`src/rtl/latched_p2s_pkg.sv`:
```
package latched_p2s_pkg;

  // Action applied to the shift register in one system-clock cycle
  typedef enum logic [1:0] {
    SR_HOLD  = 2'd0,
    SR_LOAD  = 2'd1,
    SR_SHIFT = 2'd2
  } sr_op_e;

  // Strobe channel indices in the edge detector
  localparam int unsigned CH_LATCH = 0;
  localparam int unsigned CH_SHIFT = 1;
  localparam int unsigned N_CH     = 2;

endpackage

```
`src/rtl/p2s_edge_strobe.sv`:
```
module p2s_edge_strobe #(
  parameter int unsigned N_IN        = 2,
  parameter int unsigned SYNC_STAGES = 2
) (
  input  logic            clk,
  input  logic            sys_rst_n,
  input  logic [N_IN-1:0] raw_in,
  output logic [N_IN-1:0] rise_stb
);

  localparam int unsigned CHAIN = SYNC_STAGES + 1;

  for (genvar g = 0; g < N_IN; g++) begin : g_ch
    logic [CHAIN-1:0] chain_q;

    always_ff @(posedge clk) begin
      if (!sys_rst_n) begin
        chain_q <= '0;
      end else begin
        chain_q <= {chain_q[CHAIN-2:0], raw_in[g]};
      end
    end

    // Newest synchronized sample high, previous one low
    assign rise_stb[g] = chain_q[CHAIN-2] & ~chain_q[CHAIN-1];
  end

endmodule

```
`src/rtl/p2s_capture_latch.sv`:
```
module p2s_capture_latch #(
  parameter int unsigned WIDTH = 8
) (
  input  logic             clk,
  input  logic             sys_rst_n,
  input  logic             cap_stb,
  input  logic [WIDTH-1:0] par_in,
  output logic [WIDTH-1:0] lat_q
);

  always_ff @(posedge clk) begin
    if (!sys_rst_n) begin
      lat_q <= '0;
    end else if (cap_stb) begin
      lat_q <= par_in;
    end
  end

endmodule

```
`src/rtl/p2s_shift_core.sv`:
```
module p2s_shift_core
  import latched_p2s_pkg::*;
#(
  parameter int unsigned WIDTH = 8
) (
  input  logic             clk,
  input  logic             sys_rst_n,
  input  logic             sr_clr_n,
  input  sr_op_e           op,
  input  logic [WIDTH-1:0] load_word,
  input  logic             ser_in,
  output logic [WIDTH-1:0] sreg_q
);

  always_ff @(posedge clk or negedge sr_clr_n) begin
    if (!sr_clr_n) begin
      sreg_q <= '0;
    end else if (!sys_rst_n) begin
      sreg_q <= '0;
    end else begin
      unique case (op)
        SR_LOAD:  sreg_q <= load_word;
        SR_SHIFT: sreg_q <= {sreg_q[WIDTH-2:0], ser_in};
        default:  sreg_q <= sreg_q;
      endcase
    end
  end

endmodule

```
`src/rtl/latched_p2s.sv`:
```
module latched_p2s
  import latched_p2s_pkg::*;
#(
  parameter int unsigned WIDTH       = 8,
  parameter int unsigned SYNC_STAGES = 2
) (
  input  logic             clk,
  input  logic             sys_rst_n,
  input  logic             sr_clr_n,
  input  logic             latch_clk_in,
  input  logic             shift_clk_in,
  input  logic             mode_shift,
  input  logic             ser_in,
  input  logic [WIDTH-1:0] par_in,
  output logic             ser_out
);

  logic [N_CH-1:0]  stb;
  logic             cap_stb;
  logic             shf_stb;
  logic [WIDTH-1:0] lat_q;
  logic [WIDTH-1:0] load_word;
  logic [WIDTH-1:0] sreg_q;
  sr_op_e           op;

  p2s_edge_strobe #(
    .N_IN        (N_CH),
    .SYNC_STAGES (SYNC_STAGES)
  ) u_edge (
    .clk       (clk),
    .sys_rst_n (sys_rst_n),
    .raw_in    ({shift_clk_in, latch_clk_in}),
    .rise_stb  (stb)
  );

  assign cap_stb = stb[CH_LATCH];
  assign shf_stb = stb[CH_SHIFT];

  p2s_capture_latch #(.WIDTH(WIDTH)) u_latch (
    .clk       (clk),
    .sys_rst_n (sys_rst_n),
    .cap_stb   (cap_stb),
    .par_in    (par_in),
    .lat_q     (lat_q)
  );

  // Load mode passes a word being captured straight through
  assign load_word = cap_stb ? par_in : lat_q;

  always_comb begin
    if (!mode_shift)  op = SR_LOAD;
    else if (shf_stb) op = SR_SHIFT;
    else              op = SR_HOLD;
  end

  p2s_shift_core #(.WIDTH(WIDTH)) u_core (
    .clk       (clk),
    .sys_rst_n (sys_rst_n),
    .sr_clr_n  (sr_clr_n),
    .op        (op),
    .load_word (load_word),
    .ser_in    (ser_in),
    .sreg_q    (sreg_q)
  );

  assign ser_out = sreg_q[WIDTH-1];

endmodule

```
`config.mk`:
```
export PLATFORM = sky130hd
export DESIGN_NAME = latched_p2s
export DESIGN_NICKNAME = d
export VERILOG_FILES = /design/src/rtl/latched_p2s_pkg.sv /design/src/rtl/p2s_edge_strobe.sv /design/src/rtl/p2s_capture_latch.sv /design/src/rtl/p2s_shift_core.sv /design/src/rtl/latched_p2s.sv
export SDC_FILE = /design/constraint.sdc
export NUM_CORES = 1
export LEC_CHECK = 0
export ABC_AREA = 1
export BUFFER_PORTS_ARGS = -buffer_cell sky130_fd_sc_hd__buf_2
export CAP_MARGIN = 20
export CORE_MARGIN = 2
export CORE_UTILIZATION = 47
export CTS_CLUSTER_SIZE = 10
export DETAILED_ROUTE_END_ITERATION = 7
export GPL_ROUTABILITY_DRIVEN = 0
export PLACE_DENSITY = 0.68
export SLEW_MARGIN = 10
export SYNTH_ARGS = -nofsm -noshare
export SYNTH_HDL_FRONTEND = slang
export SYNTH_SLANG_ARGS = --single-unit
export TNS_END_PERCENT = 20
```
`constraint.sdc`:
```
create_clock -name clk -period 1 [get_ports clk]
set_clock_uncertainty 0.05 [all_clocks]
set_input_delay 0.05 -clock clk [delete_from_list [all_inputs] [get_ports clk]]
set_output_delay 0.05 -clock clk [all_outputs]
set_load 0.005 [all_outputs]
```
==> results.sh, run 1 <==
export IMPL_outcome="complete, but fails checks"
export IMPL_violations="setup timing"
export IMPL_p_per_area_nw_per_um2=1290
export IMPL_io_pins=16
export IMPL_nets=170
export IMPL_htreeDepth=1
export IMPL_cp_arrival_ns=1.22
export IMPL_antenna_found_initial=0
export IMPL_dieArea_um2=2340
export IMPL_tightest_slew_ns=0.218
export IMPL_clock_sinks=22
export IMPL_cp_max_fo=6
export IMPL_syn_inst=118
export IMPL_drv_cap=0
export IMPL_max_freq_mhz=988
export IMPL_final_cells=181
export IMPL_dieHeight_um=48.4
export IMPL_ir_worst_vdd_mv=0.824
export IMPL_cts_tree="yes"
export IMPL_tns_ns=-0.0345
export IMPL_fillCellCount=166
export IMPL_setup_slack_ns=-0.0117
export IMPL_finalSetupViolations=4
export IMPL_postSynthAreaPerCell_um2=7.86
export IMPL_grt_overflow=0
export IMPL_yosysWarnings=0
export IMPL_endpoint_kind="flip-flop"
export IMPL_syn_to_final_growth_pct=35.9
export IMPL_drt_total_wl_um=1910
export IMPL_relSlewSlack_pct=85.4
export IMPL_ys_seq_area_share_pct=51.8
export IMPL_via_per_inst=4.72
export IMPL_drc=0
export IMPL_multi_input_comb_area_um2=367
export IMPL_rsz0062_at_grt="true"
export IMPL_drive_gt1_share_pct=24.7
export IMPL_critPathRequiredTime_ns=1.21
export IMPL_hpwl_um=1290
export IMPL_root_buffer="clkbuf_4"
export IMPL_rows=16
export IMPL_min_path_type="in -> reg"
export IMPL_crit_type="reg -> reg"
export IMPL_clk_transition_reported_paths_ns=0.12
export IMPL_regArea_um2=485
export IMPL_clockBufferDepth=2
export IMPL_drt_iter0_markers=10
export IMPL_routedWlPerCell_um=10.5
export IMPL_numCtsBuffers=3
export IMPL_via_count=854
export IMPL_cp_start_kind="flip-flop"
export IMPL_ys_ff_latch=22
export IMPL_dp_cells=162
export IMPL_fin_crit_sh_pct=101
export IMPL_power_total_mw=1.63
export IMPL_die_x_um=48.4
export IMPL_antenna_cells=0
export IMPL_synth_cell_type_count=14
export IMPL_power_leakage_nw=0.638
export IMPL_io_buffers=15
export IMPL_core_um2=1900
export IMPL_ant_nets=0
export IMPL_grt_max_degree=13
export IMPL_grt_pass1_wl_um=3360
export IMPL_fin_crit_ns=1.01
export IMPL_start_util_pct=48.7
export IMPL_grt_pass1_vias=836
export IMPL_fin_hold_ws_ns=0.0147
export IMPL_synth_fp_nets=133
export IMPL_gr_usage_all_layers_pct=18.2
export IMPL_dr_pass1_iters=4
export IMPL_clock_latency_ns=0.31
export IMPL_synth_area_um2=927
export IMPL_slew_violations=0
export IMPL_hold_violations=0
[stage by stage]
step | instance area, um2 | util, % | worst slack, ns
finish | 1260 | 66.3 | -0.0117
floorplan | 927 | - | 0.0252
global placement | 1070 | 56.1 | 0.00176
global route | 1260 | 66.3 | -0.0998
CTS | 1240 | 65.5 | -0.0476
detailed placement | 1070 | 56.1 | -0.0403
[synthesized netlist by cell type]
library cell | number | share of area (%)
inv_2 | 2 | 0.81
a21oi_1 | 8 | 4.3
nand2_2 | 1 | 0.68
dfrtp_1 | 8 | 22
clkinv_4 | 1 | 0.94
nand3_4 | 1 | 1.9
buf_4 | 1 | 0.81
inv_1 | 15 | 6.1
nand2_1 | 40 | 16
nor2_4 | 1 | 1.2
dfxtp_1 | 14 | 30
buf_2 | 1 | 0.54
nand3_1 | 24 | 13
a21oi_4 | 1 | 1.8
[area by class of cell]
type | count | share of cell area (%)
Multi-Input combinational cell | 76 | 29.1
Sequential cell | 22 | 38.5
Timing Repair Buffer | 33 | 20.7
Clock buffer | 4 | 2.88
Timing Repair inverter | 1 | 0.397
Tap cell | 27 | 2.68
Inverter | 18 | 5.76
[placed cells by master (no fill, tap or decap)]
master,Yosys,routed
a21oi_1,8,8
a21oi_4,1,1
buf_12,0,1
buf_2,1,15
buf_4,1,3
buf_6,0,2
clkbuf_4,0,3
clkbuf_8,0,1
clkinv_2,0,1
clkinv_4,1,1
dfrtp_1,8,8
dfxtp_1,14,10
dfxtp_2,0,4
dlygate4sd3_1,0,12
inv_1,15,14
inv_2,2,3
nand2_1,40,40
nand2_4,0,1
nand3_1,24,24
nand3_4,1,1
nor2_4,1,1
[worst max-delay path: stages, from the launching register on]
cell and delay, ns:
dfxtp_2 0.34, inv_2 0.06, nand3_4 0.12, buf_4 0.17
nand3_1 0.08, nand3_1 0.07, nand2_1 0.07
[registers in the layout (all words and copies together) (netlist names)]
| signal | cells |
|---|---|
| u_core.sreg_q | 8 |
| u_latch.lat_q | 8 |
| u_edge.g_ch.chain_q | 6 |
[worst paths after layout]
path,depth (start not counted),slack (ns),endpoint,start
worst max-delay path,6,-0.01,u_core.sreg_q[0],u_edge.g_ch[1].chain_q[2]
worst min-delay path,5,0.01,u_core.sreg_q[0],ser_in
worst max register to register,6,-0.01,u_core.sreg_q[0],u_edge.g_ch[1].chain_q[2]
worst min register to register,2,0.37,u_edge.g_ch[1].chain_q[1],u_edge.g_ch[1].chain_q[0]
max in group asynchronous,2,0.69,u_core.sreg_q[2],sr_clr_n
min in group asynchronous,2,0.05,u_core.sreg_q[4],sr_clr_n
[layer usage]
metal	global-route usage, %	up-vias	share of wire [%]
met2	31.3	15	49
li1	-	445	-
met5	0	-	0
met3	3.70	5	3.1
met4	7.14	0	1.8
met1	22.6	389	46
[where the power goes]
group	internal, mW	switching [mW]
clock	0.222	0.272
sequential	0.916	0.0165
combinational	0.102	0.101
total	1.24	0.390
[cells by family after synthesis]
family	synth area share (%)
AOI/OAI and AO/OA	6.07
buffers and inverters	9.18
DFF	51.8
and+or+nand+nor	32.9
[what timing repair did]
action                                  CTS  global route
pin swaps                                 4             5
hold buffers                             12             0
hold endpoints to repair                 22             0
gates cloned                              1             0
gates resized for setup                   3             5
setup buffers                             2             0
endpoints found under the setup margin    8            11
No activity file was read; power rests on OpenSTA's default activity.
==> run 2, diff against run 1 <==
--- a/config.mk
+++ b/config.mk
@@ -9,11 +9,11 @@
 export BUFFER_PORTS_ARGS = -buffer_cell sky130_fd_sc_hd__buf_2
 export CAP_MARGIN = 20
 export CORE_MARGIN = 2
-export CORE_UTILIZATION = 47
+export CORE_UTILIZATION = 56
 export CTS_CLUSTER_SIZE = 10
 export DETAILED_ROUTE_END_ITERATION = 7
 export GPL_ROUTABILITY_DRIVEN = 0
-export PLACE_DENSITY = 0.68
+export PLACE_DENSITY = 0.77
 export SLEW_MARGIN = 10
 export SYNTH_ARGS = -nofsm -noshare
 export SYNTH_HDL_FRONTEND = slang
==> constraint.sdc (replaced) <==
create_clock -name clk -period 1.2 [get_ports clk]
set_clock_uncertainty 0.05 [all_clocks]
set_input_delay 0.06 -clock clk [delete_from_list [all_inputs] [get_ports clk]]
set_output_delay 0.06 -clock clk [all_outputs]
set_load 0.005 [all_outputs]
==> run 2 against run 1 <==
Utilization increased by 8.1 points. Register-to-register slack improved by 0.13 ns. First-iteration DRC count up 120%. Wire length rose by 1.0%. Critical endpoint is now u_edge.g_ch[0].chain_q[0]. Final area fell by 10%. Combinational power fell by 25%. Cell count shrank 11%. Sequential share of layout area up 3.9 points. Power down 22%. The flow finishes with violations (hold timing).
==> results.sh, run 2 (synthesis results as in run 1) <==
export IMPL_outcome="complete, but fails checks"
export IMPL_violations="hold timing"
export IMPL_antenna_cells=0
export IMPL_fin_crit_ns=1.16
export IMPL_die_x_um=44.7
export IMPL_cp_start_kind="primary input"
export IMPL_busiest_layer="met2"
export IMPL_fin_util_pct=74.4
export IMPL_grt_max_degree=13
export IMPL_hpwl_um=1300
export IMPL_relSlewSlack_pct=82.6
export IMPL_grt_pass1_wl_um=3280
export IMPL_cts_tree="yes"
export IMPL_endpoint_kind="flip-flop"
export IMPL_via_per_inst=5.19
export IMPL_cp_arrival_ns=1.33
export IMPL_layout_commonest_cell="nand2_1"
export IMPL_reg2reg_from="u_edge.g_ch[1].chain_q[1]"
export IMPL_critPathRequiredTime_ns=1.37
export IMPL_p_seq_share_pct=60.8
export IMPL_drc=0
export IMPL_slew_violations=0
export IMPL_max_freq_mhz=861
export IMPL_clock_latency_ns=0.31
export IMPL_htreeDepth=1
export IMPL_tightest_slew_ns=0.260
export IMPL_hold_violations=1
export IMPL_cp_max_fo=1
export IMPL_final_area_um2=1130
export IMPL_regToRegSetupSlack_ns=0.12
export IMPL_dp_cells=148
export IMPL_hold_path_end="u_edge.g_ch[1].chain_q[0]"
export IMPL_swShare_pct=24.6
export IMPL_grt_overflow=0
export IMPL_power_switching_mw=0.314
export IMPL_fin_hold_ws_ns=-0.0178
export IMPL_dieArea_um2=2000
export IMPL_post_cts_resized=0
export IMPL_numCtsBuffers=3
export IMPL_hold_path_depth=3
export IMPL_via_count=836
export IMPL_gr_usage_all_layers_pct=22.9
export IMPL_final_cells=161
export IMPL_routedWlPerCell_um=12.0
export IMPL_worstReg2RegEnd="u_core.sreg_q[6]"
export IMPL_reg2reg_depth=5
export IMPL_rows=14
export IMPL_io_buffers=15
export IMPL_worst_path_buf_inv=4
export IMPL_min_path_type="in -> reg"
export IMPL_path_common_cell="dlygate4sd3_1"
export IMPL_power_leakage_nw=0.578
export IMPL_tns_ns=0
export IMPL_root_buffer="clkbuf_4"
export IMPL_grt_pass1_vias=834
export IMPL_drv_cap=0
export IMPL_hp_start="sys_rst_n"
export IMPL_cpMaxStageDelayCell="dlygate4sd3_1"
export IMPL_clk_transition_reported_paths_ns=0.11
export IMPL_final_cell_mix="40 x nand2_1, 24 x nand3_1, 15 x inv_1, 15 x buf_2, 14 x dfxtp_1"
export IMPL_crit_chain="dlygate4sd3_1, buf_2, nand2_1, dlygate4sd3_1, inv_1"
export IMPL_dieHeight_um=44.7
export IMPL_io_pins=16
export IMPL_place_area_um2=1020
export IMPL_gr_usage_met3_pct=2.80
export IMPL_nets=161
export IMPL_clockBufferDepth=2
export IMPL_crit_type="in -> reg"
export IMPL_drt_total_wl_um=1930
export IMPL_gr_usage_met1_pct=24.9
export IMPL_core_um2=1520
export IMPL_drt_iter0_markers=22
export IMPL_fin_crit_sh_pct=96.8
export IMPL_syn_to_final_growth_pct=22.3
export IMPL_crit_family="buffers and inverters"
export IMPL_pwr_share_clk_pct=27.2
export IMPL_finalSetupViolations=0
export IMPL_reg_top3="u_core.sreg_q x8, u_latch.lat_q x8, u_edge.g_ch.chain_q x6"
export IMPL_ant_nets=0
export IMPL_dr_pass1_iters=4
export IMPL_start_util_pct=60.8
export IMPL_ir_worst_vdd_mv=0.853
export IMPL_clock_sinks=22
export IMPL_globalRouteMet2Util_pct=42.9
export IMPL_drive_gt1_share_pct=17.9
export IMPL_combinationalPowerShare_pct=12.0
export IMPL_critPathMaxStageDelay_ns=0.54
export IMPL_antenna_found_initial=0
export IMPL_p_int_mw=0.961
export IMPL_p_per_area_nw_per_um2=1120
export IMPL_rsz0062_at_grt="false"
-- run 2: worst register-to-register path: cells and delay by family (launching register included) --
family                 cells  cell delay (ns)
buffers and inverters      1             0.12
AND/OR/NAND/NOR            4             0.49
flip-flops                 1             0.37
-- run 2: worst max path at each step --
stage / startpoint / endpoint / depth (start not counted)
final: latch_clk_in / u_edge.g_ch[0].chain_q[0] / 5
after CTS: latch_clk_in / u_edge.g_ch[0].chain_q[0] / 5
after global routing: u_edge.g_ch[0].chain_q[2] / u_core.sreg_q[7] / 6
after global placement: u_edge.g_ch[1].chain_q[1] / u_core.sreg_q[2] / 5
after floorplan: u_edge.g_ch[0].chain_q[1] / u_core.sreg_q[0] / 6
after detailed placement: u_edge.g_ch[0].chain_q[2] / u_core.sreg_q[7] / 6
-- run 2: repair_timing --
action	4_1_cts	5_1_grt
setup endpoints to repair	0	1
setup buffers	0	0
endpoints found under the hold margin	18	0
hold buffers	10	0
-- run 2: routing by layer --
layer  vias to the layer above  share of wire, %
met2                        25                56
li1                        423                 -
met3                         3               5.0
met5                         -                 0
met1                       385                37
met4                         0               1.2
-- run 2: power groups by stage --
stage / Clock (mW) / Combinational, mW / Sequential [mW]
final: 0.347 / 0.153 / 0.775
after global routing: 0.387 / 0.171 / 0.779
after CTS: 0.355 / 0.153 / 0.775
after detailed placement: 0 / 0.128 / 0.791
after global placement: 0 / 0.125 / 0.790
after floorplan: 0 / 0.0807 / 0.787
-- run 2: through the flow --
stage | setup WS, ns | total power, mW
finish | 0.0381 | 1.27
global route | 0.00155 | 1.34
CTS | 0.0497 | 1.28
detailed placement | 0.146 | 0.919
global placement | 0.164 | 0.915
floorplan | 0.225 | 0.868
-- run 2: cell type report --
class	count	area, um2
Clock buffer	4	26.3
Fill cell	123	390
Inverter	18	72.6
Multi-Input combinational cell	76	362
Tap cell	16	20.0
Timing Repair Buffer	25	173
Sequential cell	22	480
